===== src/rtl/bcd_rtc_pkg.sv =====
package bcd_rtc_pkg;

   typedef struct packed {
      logic [5:0] hour;
      logic [6:0] min;
      logic [6:0] sec;
   } rtc_time_t;

   typedef struct packed {
      logic [6:0] cent;
      logic [7:0] year;
      logic [4:0] month;
      logic [2:0] wday;
      logic [5:0] date;
   } rtc_cal_t;

   // Two-digit BCD increment; 0x99 wraps to 0x00.
   function automatic logic [7:0] bcd_inc8(input logic [7:0] v);
      logic [7:0] r;
      if (v[3:0] >= 4'd9) begin
         r[3:0] = 4'd0;
         r[7:4] = (v[7:4] >= 4'd9) ? 4'd0 : v[7:4] + 4'd1;
      end else begin
         r[3:0] = v[3:0] + 4'd1;
         r[7:4] = v[7:4];
      end
      return r;
   endfunction

   // A BCD year is a multiple of four when the units digit is 0, 4 or 8
   // with an even tens digit, or 2 or 6 with an odd tens digit.
   function automatic logic bcd_mult4(input logic [7:0] y);
      logic u048, u26;
      u048 = (y[3:0] == 4'd0) || (y[3:0] == 4'd4) || (y[3:0] == 4'd8);
      u26  = (y[3:0] == 4'd2) || (y[3:0] == 4'd6);
      return y[4] ? u26 : u048;
   endfunction

   function automatic logic [5:0] last_date(input logic [4:0] month, input logic leap);
      logic [5:0] d;
      case (month)
         5'h02:                      d = leap ? 6'h29 : 6'h28;
         5'h04, 5'h06, 5'h09, 5'h11: d = 6'h30;
         default:                    d = 6'h31;
      endcase
      return d;
   endfunction

endpackage


===== src/rtl/bcd_rtc_time_chain.sv =====
module bcd_rtc_time_chain
   import bcd_rtc_pkg::*;
#(
   parameter logic [5:0] HOUR_LAST = 6'h23
) (
   input  logic      clk,
   input  logic      rst_n,
   input  logic      step,
   input  logic      ld,
   input  rtc_time_t ld_val,
   output rtc_time_t cur,
   output logic      min_wrap,
   output logic      day_wrap
);

   logic [7:0] sec_inc, min_inc, hour_inc;
   logic       sec_last, min_last, hour_last;
   rtc_time_t  nxt;

   assign sec_inc   = bcd_inc8({1'b0, cur.sec});
   assign min_inc   = bcd_inc8({1'b0, cur.min});
   assign hour_inc  = bcd_inc8({2'b00, cur.hour});
   assign sec_last  = (cur.sec  == 7'h59);
   assign min_last  = (cur.min  == 7'h59);
   assign hour_last = (cur.hour == HOUR_LAST);

   assign min_wrap = step && sec_last;
   assign day_wrap = step && sec_last && min_last && hour_last;

   always_comb begin
      nxt = cur;
      if (!sec_last) begin
         nxt.sec = sec_inc[6:0];
      end else begin
         nxt.sec = '0;
         if (!min_last) begin
            nxt.min = min_inc[6:0];
         end else begin
            nxt.min  = '0;
            nxt.hour = hour_last ? 6'h00 : hour_inc[5:0];
         end
      end
   end

   always_ff @(posedge clk) begin
      if (!rst_n)    cur <= '0;
      else if (ld)   cur <= ld_val;
      else if (step) cur <= nxt;
   end


   sec_wrap_chk: assert property (@(posedge clk) disable iff (!rst_n)
      step && !ld && sec_last |=> cur.sec == 7'h00);


   hour_wrap_chk: assert property (@(posedge clk) disable iff (!rst_n)
      day_wrap && !ld |=> cur.hour == 6'h00 && cur.min == 7'h00);

endmodule


===== src/rtl/bcd_rtc_date_chain.sv =====
module bcd_rtc_date_chain
   import bcd_rtc_pkg::*;
#(
   parameter bit         LEAP_EN  = 1'b1,
   parameter logic [6:0] CENT_RST = 7'h20
) (
   input  logic     clk,
   input  logic     rst_n,
   input  logic     step,
   input  logic     ld,
   input  rtc_cal_t ld_val,
   output rtc_cal_t cur
);

   logic       leap;
   logic [5:0] end_date;
   logic [7:0] date_inc, month_inc, year_inc, cent_inc;
   rtc_cal_t   nxt, rst_val;

   generate
      if (LEAP_EN) begin : g_leap
         assign leap = bcd_mult4(cur.year);
      end else begin : g_noleap
         assign leap = 1'b0;
      end
   endgenerate

   assign end_date  = last_date(cur.month, leap);
   assign date_inc  = bcd_inc8({2'b00, cur.date});
   assign month_inc = bcd_inc8({3'b000, cur.month});
   assign year_inc  = bcd_inc8(cur.year);
   assign cent_inc  = bcd_inc8({1'b0, cur.cent});

   always_comb begin
      rst_val       = '0;
      rst_val.cent  = CENT_RST;
      rst_val.month = 5'h01;
      rst_val.wday  = 3'd1;
      rst_val.date  = 6'h01;
   end

   always_comb begin
      nxt      = cur;
      nxt.wday = (cur.wday >= 3'd7) ? 3'd1 : cur.wday + 3'd1;
      if (cur.date != end_date) begin
         nxt.date = date_inc[5:0];
      end else begin
         nxt.date = 6'h01;
         if (cur.month != 5'h12) begin
            nxt.month = month_inc[4:0];
         end else begin
            nxt.month = 5'h01;
            nxt.year  = year_inc;
            if (cur.year == 8'h99) nxt.cent = cent_inc[6:0];
         end
      end
   end

   always_ff @(posedge clk) begin
      if (!rst_n)    cur <= rst_val;
      else if (ld)   cur <= ld_val;
      else if (step) cur <= nxt;
   end


   month_end_chk: assert property (@(posedge clk) disable iff (!rst_n)
      step && !ld && cur.date == end_date |=> cur.date == 6'h01);


   wday_range_chk: assert property (@(posedge clk) disable iff (!rst_n)
      step && !ld && cur.wday == 3'd7 |=> cur.wday == 3'd1);

endmodule


===== src/rtl/bcd_rtc_regs.sv =====
module bcd_rtc_regs
   import bcd_rtc_pkg::*;
#(
   parameter int ADDR_W = 6,
   parameter int DATA_W = 32
) (
   input  logic              clk,
   input  logic              rst_n,
   input  logic              sec_tick,
   input  logic              wr_en,
   input  logic [ADDR_W-1:0] addr,
   input  logic [DATA_W-1:0] wdata,
   input  rtc_time_t         time_cur,
   input  rtc_cal_t          cal_cur,
   input  logic              min_wrap,
   input  logic              day_wrap,
   output logic              time_step,
   output logic              cal_step,
   output logic              time_ld,
   output logic              cal_ld,
   output rtc_time_t         time_ld_val,
   output rtc_cal_t          cal_ld_val,
   output logic [DATA_W-1:0] rdata
);

   localparam logic [ADDR_W-1:0] A_CTRL = ADDR_W'(8'h00);
   localparam logic [ADDR_W-1:0] A_MODE = ADDR_W'(8'h04);
   localparam logic [ADDR_W-1:0] A_TIME = ADDR_W'(8'h08);
   localparam logic [ADDR_W-1:0] A_CAL  = ADDR_W'(8'h0C);
   localparam logic [ADDR_W-1:0] A_STAT = ADDR_W'(8'h18);
   localparam logic [ADDR_W-1:0] A_CLR  = ADDR_W'(8'h1C);
   localparam int NREQ = 2;

   logic [NREQ-1:0] req_q, grant_q;
   logic [4:0]      stat_q, stat_nxt;
   logic            ack_set;

   assign time_step = sec_tick && !req_q[0];
   assign cal_step  = day_wrap && !req_q[1];
   assign time_ld   = wr_en && (addr == A_TIME) && grant_q[0];
   assign cal_ld    = wr_en && (addr == A_CAL)  && grant_q[1];

   assign time_ld_val.sec  = wdata[6:0];
   assign time_ld_val.min  = wdata[14:8];
   assign time_ld_val.hour = wdata[21:16];
   assign cal_ld_val.cent  = wdata[6:0];
   assign cal_ld_val.year  = wdata[15:8];
   assign cal_ld_val.month = wdata[20:16];
   assign cal_ld_val.wday  = wdata[23:21];
   assign cal_ld_val.date  = wdata[29:24];

   always_ff @(posedge clk) begin
      if (!rst_n)                          req_q <= '0;
      else if (wr_en && (addr == A_CTRL))  req_q <= wdata[NREQ-1:0];
   end

   generate
      for (genvar g = 0; g < NREQ; g++) begin : g_grant
         always_ff @(posedge clk) begin
            if (!rst_n) grant_q[g] <= 1'b0;
            else        grant_q[g] <= req_q[g] && (grant_q[g] || sec_tick);
         end
      end
   endgenerate

   assign ack_set = sec_tick && |(req_q & ~grant_q);

   always_comb begin
      stat_nxt = stat_q;
      if (wr_en && (addr == A_CLR)) stat_nxt = stat_q & ~wdata[4:0];
      if (ack_set)  stat_nxt[0] = 1'b1;
      if (sec_tick) stat_nxt[2] = 1'b1;
      if (min_wrap) stat_nxt[3] = 1'b1;
      if (day_wrap) stat_nxt[4] = 1'b1;
      stat_nxt[1] = 1'b0;
   end

   always_ff @(posedge clk) begin
      if (!rst_n) stat_q <= '0;
      else        stat_q <= stat_nxt;
   end

   always_comb begin
      rdata = '0;
      case (addr)
         A_CTRL: rdata[NREQ-1:0] = req_q;
         A_MODE: rdata = '0;
         A_TIME: begin
            rdata[6:0]   = time_cur.sec;
            rdata[14:8]  = time_cur.min;
            rdata[21:16] = time_cur.hour;
         end
         A_CAL: begin
            rdata[6:0]   = cal_cur.cent;
            rdata[15:8]  = cal_cur.year;
            rdata[20:16] = cal_cur.month;
            rdata[23:21] = cal_cur.wday;
            rdata[29:24] = cal_cur.date;
         end
         A_STAT:  rdata[4:0] = stat_q;
         default: rdata = '0;
      endcase
   end


   time_freeze_chk: assert property (@(posedge clk) disable iff (!rst_n)
      req_q[0] && !time_ld |=> $stable(time_cur));


   ack_on_tick_chk: assert property (@(posedge clk) disable iff (!rst_n)
      $rose(stat_q[0]) |-> $past(sec_tick));


   time_wr_ignored_chk: assert property (@(posedge clk) disable iff (!rst_n)
      wr_en && (addr == A_TIME) && !grant_q[0] && !time_step |=> $stable(time_cur));


   sec_event_chk: assert property (@(posedge clk) disable iff (!rst_n)
      sec_tick |=> stat_q[2]);

endmodule


===== src/rtl/bcd_rtc_calendar.sv =====
module bcd_rtc_calendar
   import bcd_rtc_pkg::*;
#(
   parameter int         ADDR_W   = 6,
   parameter int         DATA_W   = 32,
   parameter bit         LEAP_EN  = 1'b1,
   parameter logic [6:0] CENT_RST = 7'h20
) (
   input  logic              clk,
   input  logic              rst_n,
   input  logic              sec_tick,
   input  logic              bus_wr,
   input  logic [ADDR_W-1:0] bus_addr,
   input  logic [DATA_W-1:0] bus_wdata,
   output logic [DATA_W-1:0] bus_rdata
);

   generate
      if (DATA_W < 30) begin : g_bad_data_w
         $error("bcd_rtc_calendar: DATA_W must hold bits up to 29");
      end
      if (ADDR_W < 5) begin : g_bad_addr_w
         $error("bcd_rtc_calendar: ADDR_W must reach offset 0x1C");
      end
   endgenerate

   rtc_time_t time_cur, time_ld_val;
   rtc_cal_t  cal_cur, cal_ld_val;
   logic      time_step, cal_step, time_ld, cal_ld, min_wrap, day_wrap;

   bcd_rtc_regs #(.ADDR_W(ADDR_W), .DATA_W(DATA_W)) u_regs (
      .clk(clk), .rst_n(rst_n), .sec_tick(sec_tick),
      .wr_en(bus_wr), .addr(bus_addr), .wdata(bus_wdata),
      .time_cur(time_cur), .cal_cur(cal_cur),
      .min_wrap(min_wrap), .day_wrap(day_wrap),
      .time_step(time_step), .cal_step(cal_step),
      .time_ld(time_ld), .cal_ld(cal_ld),
      .time_ld_val(time_ld_val), .cal_ld_val(cal_ld_val),
      .rdata(bus_rdata)
   );

   bcd_rtc_time_chain #(.HOUR_LAST(6'h23)) u_time (
      .clk(clk), .rst_n(rst_n), .step(time_step), .ld(time_ld),
      .ld_val(time_ld_val), .cur(time_cur),
      .min_wrap(min_wrap), .day_wrap(day_wrap)
   );

   bcd_rtc_date_chain #(.LEAP_EN(LEAP_EN), .CENT_RST(CENT_RST)) u_date (
      .clk(clk), .rst_n(rst_n), .step(cal_step), .ld(cal_ld),
      .ld_val(cal_ld_val), .cur(cal_cur)
   );


   cal_freeze_chk: assert property (@(posedge clk) disable iff (!rst_n)
      !cal_step && !cal_ld |=> $stable(cal_cur));

endmodule


===== config.mk =====
export PLATFORM = sky130hd
export DESIGN_NAME = bcd_rtc_calendar
export DESIGN_NICKNAME = d
export VERILOG_FILES = /design/src/rtl/bcd_rtc_pkg.sv /design/src/rtl/bcd_rtc_time_chain.sv /design/src/rtl/bcd_rtc_date_chain.sv /design/src/rtl/bcd_rtc_regs.sv /design/src/rtl/bcd_rtc_calendar.sv
export SDC_FILE = /design/constraint.sdc
export NUM_CORES = 1
export LEC_CHECK = 0
export BUFFER_PORTS_ARGS = -buffer_cell sky130_fd_sc_hd__buf_2
export CELL_PAD_IN_SITES_DETAIL_PLACEMENT = 1
export CELL_PAD_IN_SITES_GLOBAL_PLACEMENT = 2
export CORE_MARGIN = 10
export CORE_UTILIZATION = 33
export CTS_CLUSTER_DIAMETER = 80
export CTS_CLUSTER_SIZE = 12
export DETAILED_ROUTE_END_ITERATION = 6
export GPL_TIMING_DRIVEN = 0
export PLACE_DENSITY = 0.91
export SETUP_SLACK_MARGIN = 0.02
export SLEW_MARGIN = 10
export SYNTH_ARGS = -nofsm -noshare
export SYNTH_HDL_FRONTEND = slang
export SYNTH_SLANG_ARGS = --single-unit

===== constraint.sdc =====
create_clock -name clk -period 3 [get_ports clk]
set_input_delay 0.6 -clock clk [delete_from_list [all_inputs] [get_ports clk]]
set_output_delay 0.6 -clock clk [all_outputs]
set_load 0.05 [all_outputs]

==> summary.txt <==
Finish
  • Ant diodes: 0
  • Layout area overhead: 20.5%
  • Commonest non-fill, non-tap cell in the layout: nor2_1
  • Fin util: 40.7%
  • Post-route cell area: ~5400 um^2
  • Register area: between 1000 and 1500 um^2
  • Ratio of cells with drive above 1 in the final layout: between 10% and 20%
  • Most frequent cells in the layout: nor2_1, buf_2, dfxtp_1
  • Area occupied by multi-input gates: 3130 um^2
  • Post-Layout Cell Count: slightly above 800
  • Nets: 723
  • FILL cells: roughly 1,600

Flow run
  • MaxCap Viol Count: 0

CTS
  • CTS Buf Count: 9
  • Hold-fix buffers, CTS: 0
  • CTS Sinks: 57
  • Post-CTS repair timing setup buffer count: 0
  • CTS tree: yes
  • H-tree levels: 3
  • Clk buf depth: 2
  • Root buffer cell: clkbuf_16
  • Worst-Skew Late Latency: 0.35 ns
  • Clk pin slew, worst setup/hold paths: around 0.05 ns

Routing
  • DRT antenna net count: 0
  • Drt drc: 0
  • Avg WL per Cell: about 21 um
  • DR iter-0 viols: around 340
  • Vias per inst: roughly 5.7
  • Total number of vias: between 4,000 and 5,000
  • Drt pass-1 iters: 4
  • DRT Wirelength: approximately 17,000 um

Min path
  • Hold Crit Depth: 2
  • HP Start: u_regs.stat_q[3]
  • Worst min path class: flip-flop to flip-flop
  • Hold Crit Endpoint: u_regs.stat_q[3]

Die
  • CORE AREA: ~13,000 um^2
  • Die area: between 15,000 and 20,000 um^2
  • Core Rows: 42
  • Die extent in y: about 140 um
  • Initial Util: approximately 34%
  • Die W: around 140 um
  • I/O Pins: 74

Setup path
  • R2R cell count: 8
  • Worst Path Required: about 2.4 ns
  • CP Launch Type: primary input
  • Setup CP Type: primary input to primary output
  • Crit path DAT: between 2 and 2.5 ns
  • Max FO, Critical Path: 8
  • R2r endpoint: u_date.cur[14]
  • R2r setup slk: ~0.22 ns
  • Worst r2r src: u_time.cur[0]
  • Worst Setup End Kind: primary output

Synth
  • Synth Area in XOR/XNOR: around 1.4%
  • Mux contribution to synthesized area: around 7.9%
  • Seq cells post-synth: 57
  • Synth Area in Compound Gates: 20.1%
  • Largest area contributor in the netlist: dfxtp_1
  • Post-synthesis simple-gate area fraction: about 30%
  • Syn avg cell area: roughly 8 um^2
  • Syn Std Cell Area: about 4500 um^2
  • Synth top area cells: dfxtp_1, ha_1, mux2i_1
  • Dominant synthesized flop cell: dfxtp_1
  • Area share of the largest cell type after synthesis: ~25%
  • Number of synthesized flops with an enable pin: 0
  • Post-synthesis sequential area ratio: 25.5%
  • Yosys cell types: a little under 80
  • Largest family of logic cells by synthesized area: simple AND/OR/NAND/NOR gates
  • Yosys warns: 0
  • Async set-reset flop share out of synthesis: 0%
  • Cells after Synth: 565
  • Post-Synth Adder-Cell Area: around a tenth

Power
  • Leakage power: about 2.2 nW
  • Power per cell area: around 370 nW/um^2
  • VDD IR max: 239 uV
  • Total Power: just under 2 mW

STA
  • FMAX: 349 MHz
  • Clock skew: slightly below 0.009 ns
  • Final Max Tran Viols: 0
  • Final worst slack: about 0.13 ns
  • Relative slew slack: around 45%
  • Min cycle time layout: roughly 2.9 ns
  • Setup TNS: 0 ns
  • Final worst-path cycle share: a little over nine tenths
  • Minimum hold slack: between 0.4 and 0.5 ns
  • RSZ-0062 raised after global routing: no
  • Setup violators final: 0
  • Slew at the pin closest to its max-slew limit: between 0.8 and 0.9 ns
  • Final Hold Viols: 0

Place
  • Port bufs: 67
  • DP Area: approximately 5000 um^2
  • Routability cong.: just under 0.9
  • DP Wirelength: 13,500 um
  • Dpl cells: 810
  • Place WS: -0.285 ns

Global routing
  • Vias in the first global route: about 5,000
  • GRT Residual Overflow: 0
  • First-pass GRT wire length: around 27,000 um
  • Initial antenna violation count: 0
  • Tot GR Track Use: a little under a fifth
  • Pin count of the biggest net entering global routing: 11

Status
  • Run status: completed
[worst max-delay path by stage]
stage | from | to | slack, ns
6_report | bus_addr[1] | bus_rdata[0] | 0.13
3_3_place_gp | bus_addr[1] | bus_rdata[0] | -0.24
2_1_floorplan | bus_addr[1] | bus_rdata[24] | 0.07
5_1_grt | bus_addr[1] | bus_rdata[0] | 0.02
4_1_cts | bus_addr[1] | bus_rdata[5] | 0.03
3_5_place_dp | bus_addr[1] | bus_rdata[0] | -0.29
[metal layers]
layer / track usage (%) / part of all wire (%) / up-vias
li1: - / - / 2233
met1: 22.8 / 45 / 2301
met2: 30.4 / 48 / 125
met3: 3.48 / 4.2 / 29
met4: 7.69 / 2.2 / 0
met5: 0 / 0 / -
[area by class of cell]
type	instances	area share, %
multi-input combinational	450	58.1
sequential	57	21.2
timing repair buffer	67	6.22
clock buffer	14	5.08
tap	176	4.08
buffer	31	2.69
inverter	29	2.02
clock inverter	2	0.650
[repair_timing]
item                                    CTS  global route
pin swaps                                 0             0
endpoints found under the setup margin    9            16
resized for setup                         3             9
[power by group]
group	leakage (nW)	switching (mW)	internal, mW
Clock	0.153	0.380	0.709
Sequential	0.460	0.00407	0.761
Combinational	1.54	0.0915	0.0440
[kinds of logic after synthesis]
kind of cell,Yosys count
compound gates,135
xor+xnor,7
fa+ha+maj,36
buf+inv,60
flops,57
mux,34
other cells,1
simple gates,235
[synthesized netlist by cell type, drive strengths merged (3+ instances only)]
cell     number
nor2b         7
o221ai        3
inv          29
nor4b         4
nand4bb       5
nand4        14
xor2          3
a211oi       15
buf          11
mux2          4
or4           4
and4b         3
clkbuf       20
a31oi        10
nand2        36
o31a          7
or3           3
and3          7
o211ai        6
mux2i        30
nor3b         3
nor3         20
o211a         3
nand2b        6
and4          4
xnor2         4
nand3        22
a221oi        3
nand3b        3
a22oi         4
ha           36
o21ai        34
a21oi        29
nor4          7
dfxtp        57
nor2         79
[flip-flops by register name, indices dropped and copies added, names as in the netlist]
register        cells
u_regs.stat_q       4
u_regs.grant_q      2
u_date.cur         29
u_time.cur         20
u_regs.req_q        2
[worst max-delay path: stages]
cell and delay, ns:
buf_2 0.12, or4b_1 0.50, buf_2 0.19, nor2_4 0.21
nand2_2 0.16, o22ai_2 0.19, buf_2 0.29
Power figures use the tool's default switching activity.
